## src/rtl/uart_frame_engine.sv

```systemverilog
module uart_frame_engine #(
  parameter int OSR = 16
) (
  input  logic       clk,
  input  logic       rst_n,
  input  logic       tick,
  input  logic       tx_en,
  input  logic       rx_en,
  input  logic       cfg_wr,
  input  logic       cfg_len8,
  input  logic       cfg_msb_first,
  input  logic [1:0] cfg_par,
  input  logic       cfg_stop2,
  input  logic [7:0] tx_data,
  input  logic       tx_valid,
  output logic       tx_ready,
  output logic       txd,
  input  logic       rxd,
  output logic [7:0] rx_data,
  output logic       rx_valid,
  input  logic       rx_read,
  output logic       rx_parity_err,
  output logic       rx_frame_err,
  output logic       rx_overrun
);
  localparam int CW = $clog2(OSR);
  localparam logic [CW-1:0] MID  = CW'(OSR/2 - 1);
  localparam logic [CW-1:0] LAST = CW'(OSR - 1);

  logic       len8_q, msb_q, stop2_q;
  logic [1:0] par_q;

  always_ff @(posedge clk or negedge rst_n)
    if (!rst_n) begin
      len8_q <= 1'b1; msb_q <= 1'b0; par_q <= 2'b00; stop2_q <= 1'b0;
    end else if (cfg_wr) begin
      if (!tx_en && !rx_en) begin
        len8_q <= cfg_len8; msb_q <= cfg_msb_first; par_q <= cfg_par;
      end
      if (!tx_en) stop2_q <= cfg_stop2;
    end

  logic [3:0] nbits, par_idx, stop_idx, tx_last;
  logic       par_on;
  logic [7:0] mask;
  assign nbits    = len8_q ? 4'd8 : 4'd7;
  assign par_on   = |par_q;
  assign mask     = {len8_q, 7'h7f};
  assign par_idx  = nbits + 4'd1;
  assign stop_idx = nbits + 4'd1 + {3'b0, par_on};
  assign tx_last  = stop_idx + {3'b0, stop2_q};

  // transmitter
  logic          tx_busy, tx_bit, tx_dp;
  logic [7:0]    tx_sh;
  logic [CW-1:0] tx_tc;
  logic [3:0]    tx_idx, tx_pos;

  assign tx_dp  = ^(tx_sh & mask);
  assign tx_pos = msb_q ? (nbits - tx_idx) : (tx_idx - 4'd1);

  always_comb begin
    if (tx_idx == 4'd0)                     tx_bit = 1'b0;
    else if (tx_idx <= nbits)               tx_bit = tx_sh[tx_pos[2:0]];
    else if (par_on && tx_idx == par_idx)   tx_bit = (par_q == 2'b01) ? 1'b0 :
                                                     (par_q == 2'b10) ? ~tx_dp : tx_dp;
    else                                    tx_bit = 1'b1;
  end

  assign txd      = tx_busy ? tx_bit : 1'b1;
  assign tx_ready = tx_en & ~tx_busy;

  always_ff @(posedge clk or negedge rst_n)
    if (!rst_n) begin
      tx_busy <= 1'b0; tx_sh <= '0; tx_tc <= '0; tx_idx <= '0;
    end else if (!tx_en) begin
      tx_busy <= 1'b0;
    end else if (!tx_busy) begin
      if (tx_valid) begin
        tx_busy <= 1'b1; tx_sh <= tx_data; tx_tc <= '0; tx_idx <= '0;
      end
    end else if (tick) begin
      if (tx_tc == LAST) begin
        tx_tc <= '0;
        if (tx_idx == tx_last) tx_busy <= 1'b0;
        else                   tx_idx  <= tx_idx + 4'd1;
      end else begin
        tx_tc <= tx_tc + 1'b1;
      end
    end

  // receiver
  logic          r1, r2, armed, rx_busy, rx_pbit, rx_dp, samp, rx_start, rx_done;
  logic [7:0]    rx_sh;
  logic [CW-1:0] rx_tc;
  logic [3:0]    rx_idx, rx_pos;

  always_ff @(posedge clk or negedge rst_n)
    if (!rst_n) begin r1 <= 1'b1; r2 <= 1'b1; end
    else        begin r1 <= rxd;  r2 <= r1;   end

  assign samp     = rx_en & tick & rx_busy & (rx_tc == MID);
  assign rx_start = rx_en & tick & ~rx_busy & armed & ~r2;
  assign rx_done  = samp & (rx_idx == stop_idx);
  assign rx_pos   = msb_q ? (nbits - rx_idx) : (rx_idx - 4'd1);
  assign rx_dp    = ^(rx_sh & mask);

  always_ff @(posedge clk or negedge rst_n)
    if (!rst_n)        armed <= 1'b0;
    else if (rx_start) armed <= 1'b0;
    else if (rx_done)  armed <= r2;
    else if (r2)       armed <= 1'b1;

  always_ff @(posedge clk or negedge rst_n)
    if (!rst_n) begin
      rx_busy <= 1'b0; rx_tc <= '0; rx_idx <= '0; rx_sh <= '0; rx_pbit <= 1'b0;
    end else if (!rx_en) begin
      rx_busy <= 1'b0;
    end else if (rx_start) begin
      rx_busy <= 1'b1; rx_tc <= '0; rx_idx <= '0; rx_sh <= '0;
    end else if (rx_busy && tick) begin
      rx_tc <= (rx_tc == LAST) ? '0 : rx_tc + 1'b1;
      if (rx_tc == MID) begin
        if (rx_idx == 4'd0) begin
          if (r2) rx_busy <= 1'b0;
          else    rx_idx  <= 4'd1;
        end else if (rx_idx <= nbits) begin
          rx_sh[rx_pos[2:0]] <= r2;
          rx_idx <= rx_idx + 4'd1;
        end else if (par_on && rx_idx == par_idx) begin
          rx_pbit <= r2;
          rx_idx  <= rx_idx + 4'd1;
        end else begin
          rx_busy <= 1'b0;
        end
      end
    end

  always_ff @(posedge clk or negedge rst_n)
    if (!rst_n) begin
      rx_data <= '0; rx_valid <= 1'b0;
      rx_parity_err <= 1'b0; rx_frame_err <= 1'b0; rx_overrun <= 1'b0;
    end else begin
      if (rx_read) begin
        rx_valid <= 1'b0; rx_parity_err <= 1'b0;
        rx_frame_err <= 1'b0; rx_overrun <= 1'b0;
      end
      if (rx_done) begin
        if (rx_valid && !rx_read) begin
          rx_overrun <= 1'b1;
        end else begin
          rx_data       <= rx_sh;
          rx_valid      <= 1'b1;
          rx_frame_err  <= ~r2;
          rx_parity_err <= (par_q == 2'b10) ? ~(rx_dp ^ rx_pbit) :
                           (par_q == 2'b11) ?  (rx_dp ^ rx_pbit) : 1'b0;
        end
      end
    end
endmodule

```

## config.mk

```make
export PLATFORM = sky130hd
export DESIGN_NAME = uart_frame_engine
export DESIGN_NICKNAME = d
export VERILOG_FILES = /design/src/rtl/uart_frame_engine.sv
export SDC_FILE = /design/constraint.sdc
export NUM_CORES = 1
export LEC_CHECK = 0
export BUFFER_PORTS_ARGS = -buffer_cell sky130_fd_sc_hd__buf_2
export CAP_MARGIN = 40
export CORE_MARGIN = 2
export CORE_UTILIZATION = 53
export CTS_CLUSTER_SIZE = 24
export DETAILED_ROUTE_END_ITERATION = 10
export PLACE_DENSITY = 0.73
export SLEW_MARGIN = 20
export SYNTH_ARGS = -nofsm -noshare
export SYNTH_HDL_FRONTEND = slang
export SYNTH_SLANG_ARGS = --single-unit
export TNS_END_PERCENT = 50
```

## constraint.sdc

```tcl
create_clock -name clk -period 2.69 [get_ports clk]
set_input_delay 0.538 -clock clk [delete_from_list [all_inputs] [get_ports clk]]
set_output_delay 0.538 -clock clk [all_outputs]
set_load 0.03 [all_outputs]
```

==> impl_metrics.json, run 1 <==
{
  "die_h_um": 84.1,
  "intPower_mw": 1.52,
  "maxCapViolCount": 0,
  "core_um2": 6280,
  "crit_start": "tx_idx[0]",
  "final-max-slew-violation-count": 0,
  "area_growth_pct": 19.9,
  "synth_ff_type": "dfrtp_1",
  "grt_max_degree": 31,
  "wl_um": 6920,
  "worst_path_max_delay_cell": "dfrtp_1",
  "drive_gt1_share_pct": 32.3,
  "via_count": 2533,
  "path_max_fanout": 4,
  "cts_max_path_buffers": 2,
  "routedWlPerCell_um": 15.5,
  "pin_count": 36,
  "status": "complete, but fails checks",
  "synth.area.mux_share_pct": 11.8,
  "die-area_um2": 7080,
  "skew_ns": 0.00858,
  "cts.sinks": 55,
  "pwr_density_cell_nw_per_um2": 562,
  "power_frac_seq_pct": 43.2,
  "p_switching_mw": 0.777,
  "cp_slowest_stage_delay_ns": 0.43,
  "yosys.area.top_type": "dfrtp_1",
  "synth_cells": 311,
  "hold_viol_final": 0,
  "path_class": "reg2out",
  "cts_root_buf": "clkbuf_8",
  "fmax_mhz": 329,
  "post-dp-hpwl_um": 5100,
  "htree_levels": 2,
  "ff2ff_setup_slack_ns": 0.09,
  "crit_required_ns": 2.15,
  "ys_seq_elements": 55,
  "yosys.area_share.adder_pct": 9.49,
  "pwr-share-comb_pct": 35.1,
  "min_period_ns": 3.04,
  "ys_types": 64,
  "dp.cells": 434,
  "tightest_slew_ns": 0.644,
  "fp.dieW_um": 84.1,
  "worstPathArrival_ns": 2.50,
  "post-route-drc-count": 0,
  "critPathCaptureType": "output port",
  "vias_per_cell": 5.65,
  "n_antenna_cell": 0,
  "grt_pass1_vias": 2425,
  "synth_top_area_share_pct": 38.2,
  "grt_first_pass_wirelength_um": 11800,
  "synthSimpleGateAreaFrac_pct": 16.7,
  "avgSynthCellArea_um2": 10.9,
  "crit_chain": "ha_4 > fa_2 > xor2_2 > mux2i_4 > mux2i_1 > a22oi_1 > a31oi_1 > a311oi_4 > buf_6",
  "num_rows": 29,
  "overflow": 0,
  "ir_drop_mv": 0.309,
  "synth_top_family_by_area": "simple AND/OR/NAND/NOR gates",
  "port_buffers": 35,
  "synth_async_sr_flop_share_pct": 100,
  "initial_core_util_pct": 54.2,
  "cts.clk_slew.worst_paths_ns": 0.11,
  "cts_made_buffers": 5,
  "reg2reg_to": "tx_idx[3]",
  "dr.pass1.iters": 4,
  "gp_congestion": 0.871,
  "antenna_left": 0,
  "synth_area_um2": 3400,
  "clock_latency_ns": 0.32,
  "yosysWarnings": 0,
  "rr_worst_depth": 11,
  "r2r_start": "len8_q",
  "whs_ns": 0.223,
  "tritoncts": "yes",
  "nets": 416,
  "violations": "negative setup slack",
  "fin_crit_sh_pct": 113,
  "yosysSeqAreaShare_pct": 40.6,
  "finalNonFillerCells": 448,
  "synth_compound_area_share_pct": 11.4,
  "start_kind": "register",
  "synth_xor_area_share_pct": 7.61,
  "synth_edf_count": 0,
  "hold_path.class": "in2async",
  "synth_nets": 357,
  "leakage_nw": 1.94,
  "drt_iter0_drc": 117,
  "synthTopCellsByArea": "dfrtp_1 38%, ha_1 7.7%, mux2_2 5.0%, xnor2_1 4.4%, mux2i_1 3.5%",
  "rsz0062_at_grt": "yes",
  "switching_share_pct": 33.9,
  "relSlewSlack_pct": 57.1,
  "setup_slack_ns": -0.353,
  "antenna_found_initial": 0,
  "power_frac_clock_pct": 21.7,
  "finalSetupViolations": 1,
  "grt_util_all_layers_pct": 20.4
}
cells in the final DEF, fill, tap and decap left out, drive strengths merged, types with 2 or more instances in the layout:
cell type / Yosys / routed
a21o: 3 / 3
o31ai: 5 / 5
ha: 21 / 21
nand4b: 2 / 2
and2: 2 / 2
nor4: 4 / 4
o21a: 2 / 2
mux2: 21 / 21
inv: 11 / 13
a22o: 2 / 2
o21ai: 18 / 18
mux2i: 13 / 13
fa: 3 / 3
nand4: 4 / 4
o211ai: 4 / 4
buf: 3 / 59
nand3: 10 / 10
dfstp: 3 / 3
dfrtp: 52 / 52
clkbuf: 4 / 5
xor2: 10 / 10
a311oi: 2 / 2
nand3b: 4 / 4
nand2b: 8 / 8
a21oi: 8 / 8
o22ai: 2 / 2
nor2b: 8 / 8
and4: 2 / 2
xnor2: 17 / 17
nor2: 9 / 9
nand2: 30 / 30
synth_stat cells (all sizes together), types with 3 or more instances:
cell,instances
ha,21
nor2,9
o21ai,18
a21o,3
nand3,10
dfrtp,52
inv,11
nor4,4
buf,3
mux2i,13
xnor2,17
nand4,4
dfstp,3
nand2b,8
mux2,21
o31ai,5
clkbuf,4
fa,3
a21oi,8
o211ai,4
nor2b,8
nand3b,4
xor2,10
nand2,30
worst max-delay path: cells and delay by family, from the launching register on:
family                     cells  cell delay (ns)
buffers and inverters          1             0.17
xor gates and xnor gates       1             0.17
DFF                            1             0.43
AOI/OAI and AO/OA              3             0.55
adders and majority gates      2             0.52
muxes                          2             0.36
repair_timing:
| action | 4_1_cts | 5_1_grt |
|---|---|---|
| gates cloned | 0 | 0 |
| endpoints found under the setup margin | 2 | 9 |
| hold buffers | 0 | 0 |
| pin swaps | 2 | 10 |
| resized for setup | 6 | 16 |
| buffers inserted | 2 | 5 |
registers in the layout, summed over array words and instances, names as in the netlist, 2 cells and up:
register  flops
tx_tc         4
tx_idx        4
rx_sh         8
tx_sh         8
rx_idx        4
rx_tc         4
rx_data       8
par_q         2
logic make-up after synthesis:
kind of cell / count (synthesis)
compound gates: 57
xor+xnor: 28
flops: 55
mux: 34
fa+ha+maj: 24
buf+inv: 19
simple gates: 94
power groups by stage:
stage | clock network, mW | registers (mW) | logic [mW]
2_1_floorplan | 0 | 0.993 | 0.505
3_5_place_dp | 0 | 1.01 | 0.708
5_1_grt | 0.537 | 1.00 | 0.889
4_1_cts | 0.512 | 0.989 | 0.743
6_report | 0.497 | 0.990 | 0.806
3_3_place_gp | 0 | 1.00 | 0.686
worst max-delay path by stage:
stage,to,slack [ns]
6_report,txd,-0.35
2_1_floorplan,txd,-0.08
4_1_cts,txd,-0.39
3_3_place_gp,txd,-0.08
5_1_grt,txd,-0.46
3_5_place_dp,txd,-0.14
cell type report:
type                            instances  area, µm²
Clock inverter                          3       27.5
Fill cell                             497       2200
Tap cell                               77       96.3
Multi-Input combinational cell        237       2080
Sequential cell                        55       1380
Clock buffer                            5       68.8
Timing Repair Buffer                   59        385
Inverter                               12       45.0
metrics by stage:
step	utilization [%]	TNS, ns	setup slack, ns	power (mW)	cell area (µm²)
finish	65.0	-0.353	-0.353	2.29	4080
global placement	61.0	-0.0765	-0.0765	1.69	3830
detailed placement	61.0	-0.137	-0.137	1.71	3830
global route	65.0	-0.562	-0.464	2.43	4080
floorplan	-	-0.0782	-0.0782	1.50	3440
CTS	63.2	-0.414	-0.391	2.24	3970
layer usage:
layer / wire length (µm) / share of wire (%) / global-route usage, % / up-vias
li1: - / - / - / 1239
met1: 3240 / 47 / 30.2 / 1239
met2: 3310 / 48 / 31.4 / 44
met3: 237 / 3.4 / 3.24 / 11
met4: 131 / 1.9 / 5.57 / 0
met5: 0 / 0 / 0 / -
Power figures use the tool's default switching activity.
==> run 2: changes to the inputs <==
ABC_AREA = 1   (was default)
CORE_UTILIZATION = 50   (was 53)
PLACE_DENSITY = 0.69   (was 0.73)
==> run 2 against run 1 <==
Sequential power increased by 14%. Setup slack improved by 0.18 ns. Register-to-register slack got worse by 0.05 ns. Routed wire length increased by 7.1%. Utilization decreased by 5.7 points. The run still ends with negative setup slack left. Clock-buffer cell count unchanged. Die area increased by 9.0%.
==> impl_metrics.json, run 2 <==
{
  "htree_levels": 2,
  "synth_cells": 467,
  "final-max-slew-violation-count": 0,
  "finalSetupTns_ns": -0.176,
  "relSlewSlack_pct": 53.6,
  "via_count": 3010,
  "yosysWarnings": 0,
  "port_buffers": 35,
  "grt_first_pass_wirelength_um": 12800,
  "hold_path.class": "in2async",
  "avgSynthCellArea_um2": 7.52,
  "gp_congestion": 0.834,
  "crit_chain": "ha_4 > fa_2 > inv_2 > nand2_1 > o21ai_2 > nand3_1 > nand3_1 > nand3_1 > nand2_1 > inv_1 > nand2_1 > nand2_1 > buf_6",
  "grtUsageMet2_pct": 36.0,
  "status": "complete, but fails checks",
  "synth_common_cells": "143 x nand2_1, 52 x dfrtp_1, 50 x nand3_1",
  "synthTopCellsByArea": "dfrtp_1 37%, nand2_1 15%, ha_1 7.5%, nand3_1 7.1%, inv_1 5.0%",
  "cts.clk_slew.worst_paths_ns": 0.09,
  "yosys.area.top_type": "dfrtp_1",
  "pwr_density_cell_nw_per_um2": 721,
  "reg_top3": "rx_data: 8 flops, rx_sh: 8 flops, tx_sh: 8 flops",
  "synth_edf_count": 0,
  "area_growth_pct": 14.8,
  "post-route-drc-count": 0,
  "rsz0062_at_grt": "yes",
  "skew_ns": 0.00598,
  "layout_commonest_cell": "nand2_1",
  "whs_ns": 0.258,
  "leakage_nw": 2.07,
  "grt_pass1_vias": 2890,
  "path_max_fanout": 3,
  "die_h_um": 87.8,
  "busiest_layer": "met2",
  "ir_drop_mv": 0.317,
  "synth_nets": 513,
  "start_kind": "register",
  "cp_slowest_stage_delay_ns": 0.61,
  "cts_made_buffers": 5,
  "vias_per_cell": 4.98,
  "synth.most_common_cell": "nand2_1",
  "cts-hold-fix-buffers": 0,
  "ys_seq_elements": 55,
  "fp.dieW_um": 87.8,
  "final_area_um2": 4030,
  "grt_util_all_layers_pct": 21.1,
  "pin_count": 36,
  "cts.sinks": 55,
  "num_rows": 30,
  "setup_slack_ns": -0.176,
  "cts_root_buf": "clkbuf_8",
  "n_fill_cell": 610,
  "antenna_left": 0,
  "tightest_slew_ns": 0.696,
  "cts_max_path_buffers": 2,
  "hold_viol_final": 0,
  "finalSetupViolations": 1,
  "wl_um": 7410,
  "path_class": "reg2out",
  "fmax_mhz": 349,
  "synth_ff_type": "dfrtp_1",
  "core_um2": 6790,
  "crit_required_ns": 2.15,
  "synth_top_area_share_pct": 37.0,
  "drive_gt1_share_pct": 16.5,
  "drt_iter0_drc": 120,
  "post-dp-hpwl_um": 5490,
  "fin_crit_sh_pct": 107,
  "dr.pass1.iters": 4,
  "grt_max_degree": 30,
  "routedWlPerCell_um": 12.3,
  "final_cell_mix": "139 x nand2_1, 52 x dfrtp_1, 50 x nand3_1",
  "die-area_um2": 7710,
  "worstPathArrival_ns": 2.33,
  "violations": "negative setup slack",
  "dpl-instance-area_um2": 3810,
  "maxCapViolCount": 0,
  "overflow": 0,
  "antenna_found_initial": 0,
  "initial_core_util_pct": 51.7,
  "yosysSeqAreaShare_pct": 39.3,
  "worst_path_max_delay_cell": "dfstp_2",
  "cpMostUsedCell": "nand2_1",
  "ys_types": 36,
  "clock_latency_ns": 0.31,
  "use_met1_pct": 27.8,
  "met3_usage_pct": 3.49,
  "min_period_ns": 2.87,
  "n_antenna_cell": 0,
  "synth_area_um2": 3510,
  "critPathCaptureType": "output port",
  "synth_async_sr_flop_share_pct": 100,
  "nets": 554,
  "tritoncts": "yes"
}
==> run 2: cell types whose count changed after synthesis, moves of 9 or more <==
cell,previous run,this run
a21oi_1,8,20
inv_1,11,47
mux2_2,15,1
mux2i_1,12,0
nand2_1,29,143
nand3_1,10,50
nor2_1,8,35
xnor2_1,17,8
==> run 2: final cells by class <==
cell class	count	area [µm²]	area share (%)
sequential	55	1380	34.2
clock buffer	5	68.8	1.71
multi-input combinational	351	1990	49.4
inverter	52	199	4.93
tap	96	120	2.98
clock inverter	3	15.0	0.372
timing repair buffer	43	258	6.39
==> run 2: power breakdown <==
| group | total [mW] | switching, mW | internal (mW) |
|---|---|---|---|
| clock network | 0.454 | 0.275 | 0.179 |
| registers | 1.13 | 0.171 | 0.959 |
| logic | 1.32 | 0.811 | 0.514 |
| total | 2.91 | 1.26 | 1.65 |
==> run 2: stage by stage <==
stage / setup slack [ns] / total power, mW / std cells / utilization (%)
after floorplan: 0.134 / 2.08 / 467 / -
after global placement: 0.135 / 2.31 / 593 / 56.1
after detailed placement: 0.0468 / 2.36 / 593 / 56.1
after CTS: -0.120 / 2.87 / 603 / 58.3
after global routing: -0.316 / 3.19 / 605 / 59.4
final: -0.176 / 2.91 / 605 / 59.4
==> run 2: cell families (layout without fill, tap and decap cells) <==
logic type               Yosys count  in the layout  share of synthesized area, %
flip-flops                        55             55                          39.3
XOR/XNOR                          18             18                          4.49
multiplexers                       1              1                         0.320
adder cells (fa/ha/maj)           24             24                          9.19
AND/OR/NAND/NOR                  244            244                          29.6
buffers and inverters             61            103                          6.66
AO/OA/AOI/OAI                     64             64                          10.5
==> run 2: timing repair <==
item	in CTS	in global routing
resized for setup	13	13
endpoints found under the hold margin	0	0
setup buffers	2	2
setup endpoints to repair	1	5
pin swaps	4	5
==> run 2: final timing paths <==
kind / start / endpoint / slack [ns] / cells past startpoint
min in group clk: rxd / r1 / 0.31 / 1
worst min-delay path: rst_n / tx_tc[1] / 0.26 / 1
worst min register to register: r1 / r2 / 0.36 / 0
max in group asynchronous: rst_n / len8_q / 1.78 / 2
worst max register to register: len8_q / rx_sh[3] / 0.04 / 14
worst max-delay path: len8_q / txd / -0.18 / 13
==> run 2: worst max-delay path: cells and delay by family (launching register included) <==
family	cells	cell delay [ns]
buffers and inverters	3	0.25
adders and majority gates	2	0.58
and+or+nand+nor	7	0.48
AOI/OAI and AO/OA	1	0.09
DFF	1	0.61
==> run 2: per-layer routing <==
| metal | part of all wire (%) | vias to the layer above | wire length (µm) |
|---|---|---|---|
| met1 | 48 | 1353 | 3550 |
| met5 | 0 | - | 0 |
| met4 | 1.5 | 0 | 111 |
| met3 | 2.9 | 13 | 217 |
| met2 | 48 | 52 | 3530 |
| li1 | - | 1592 | - |
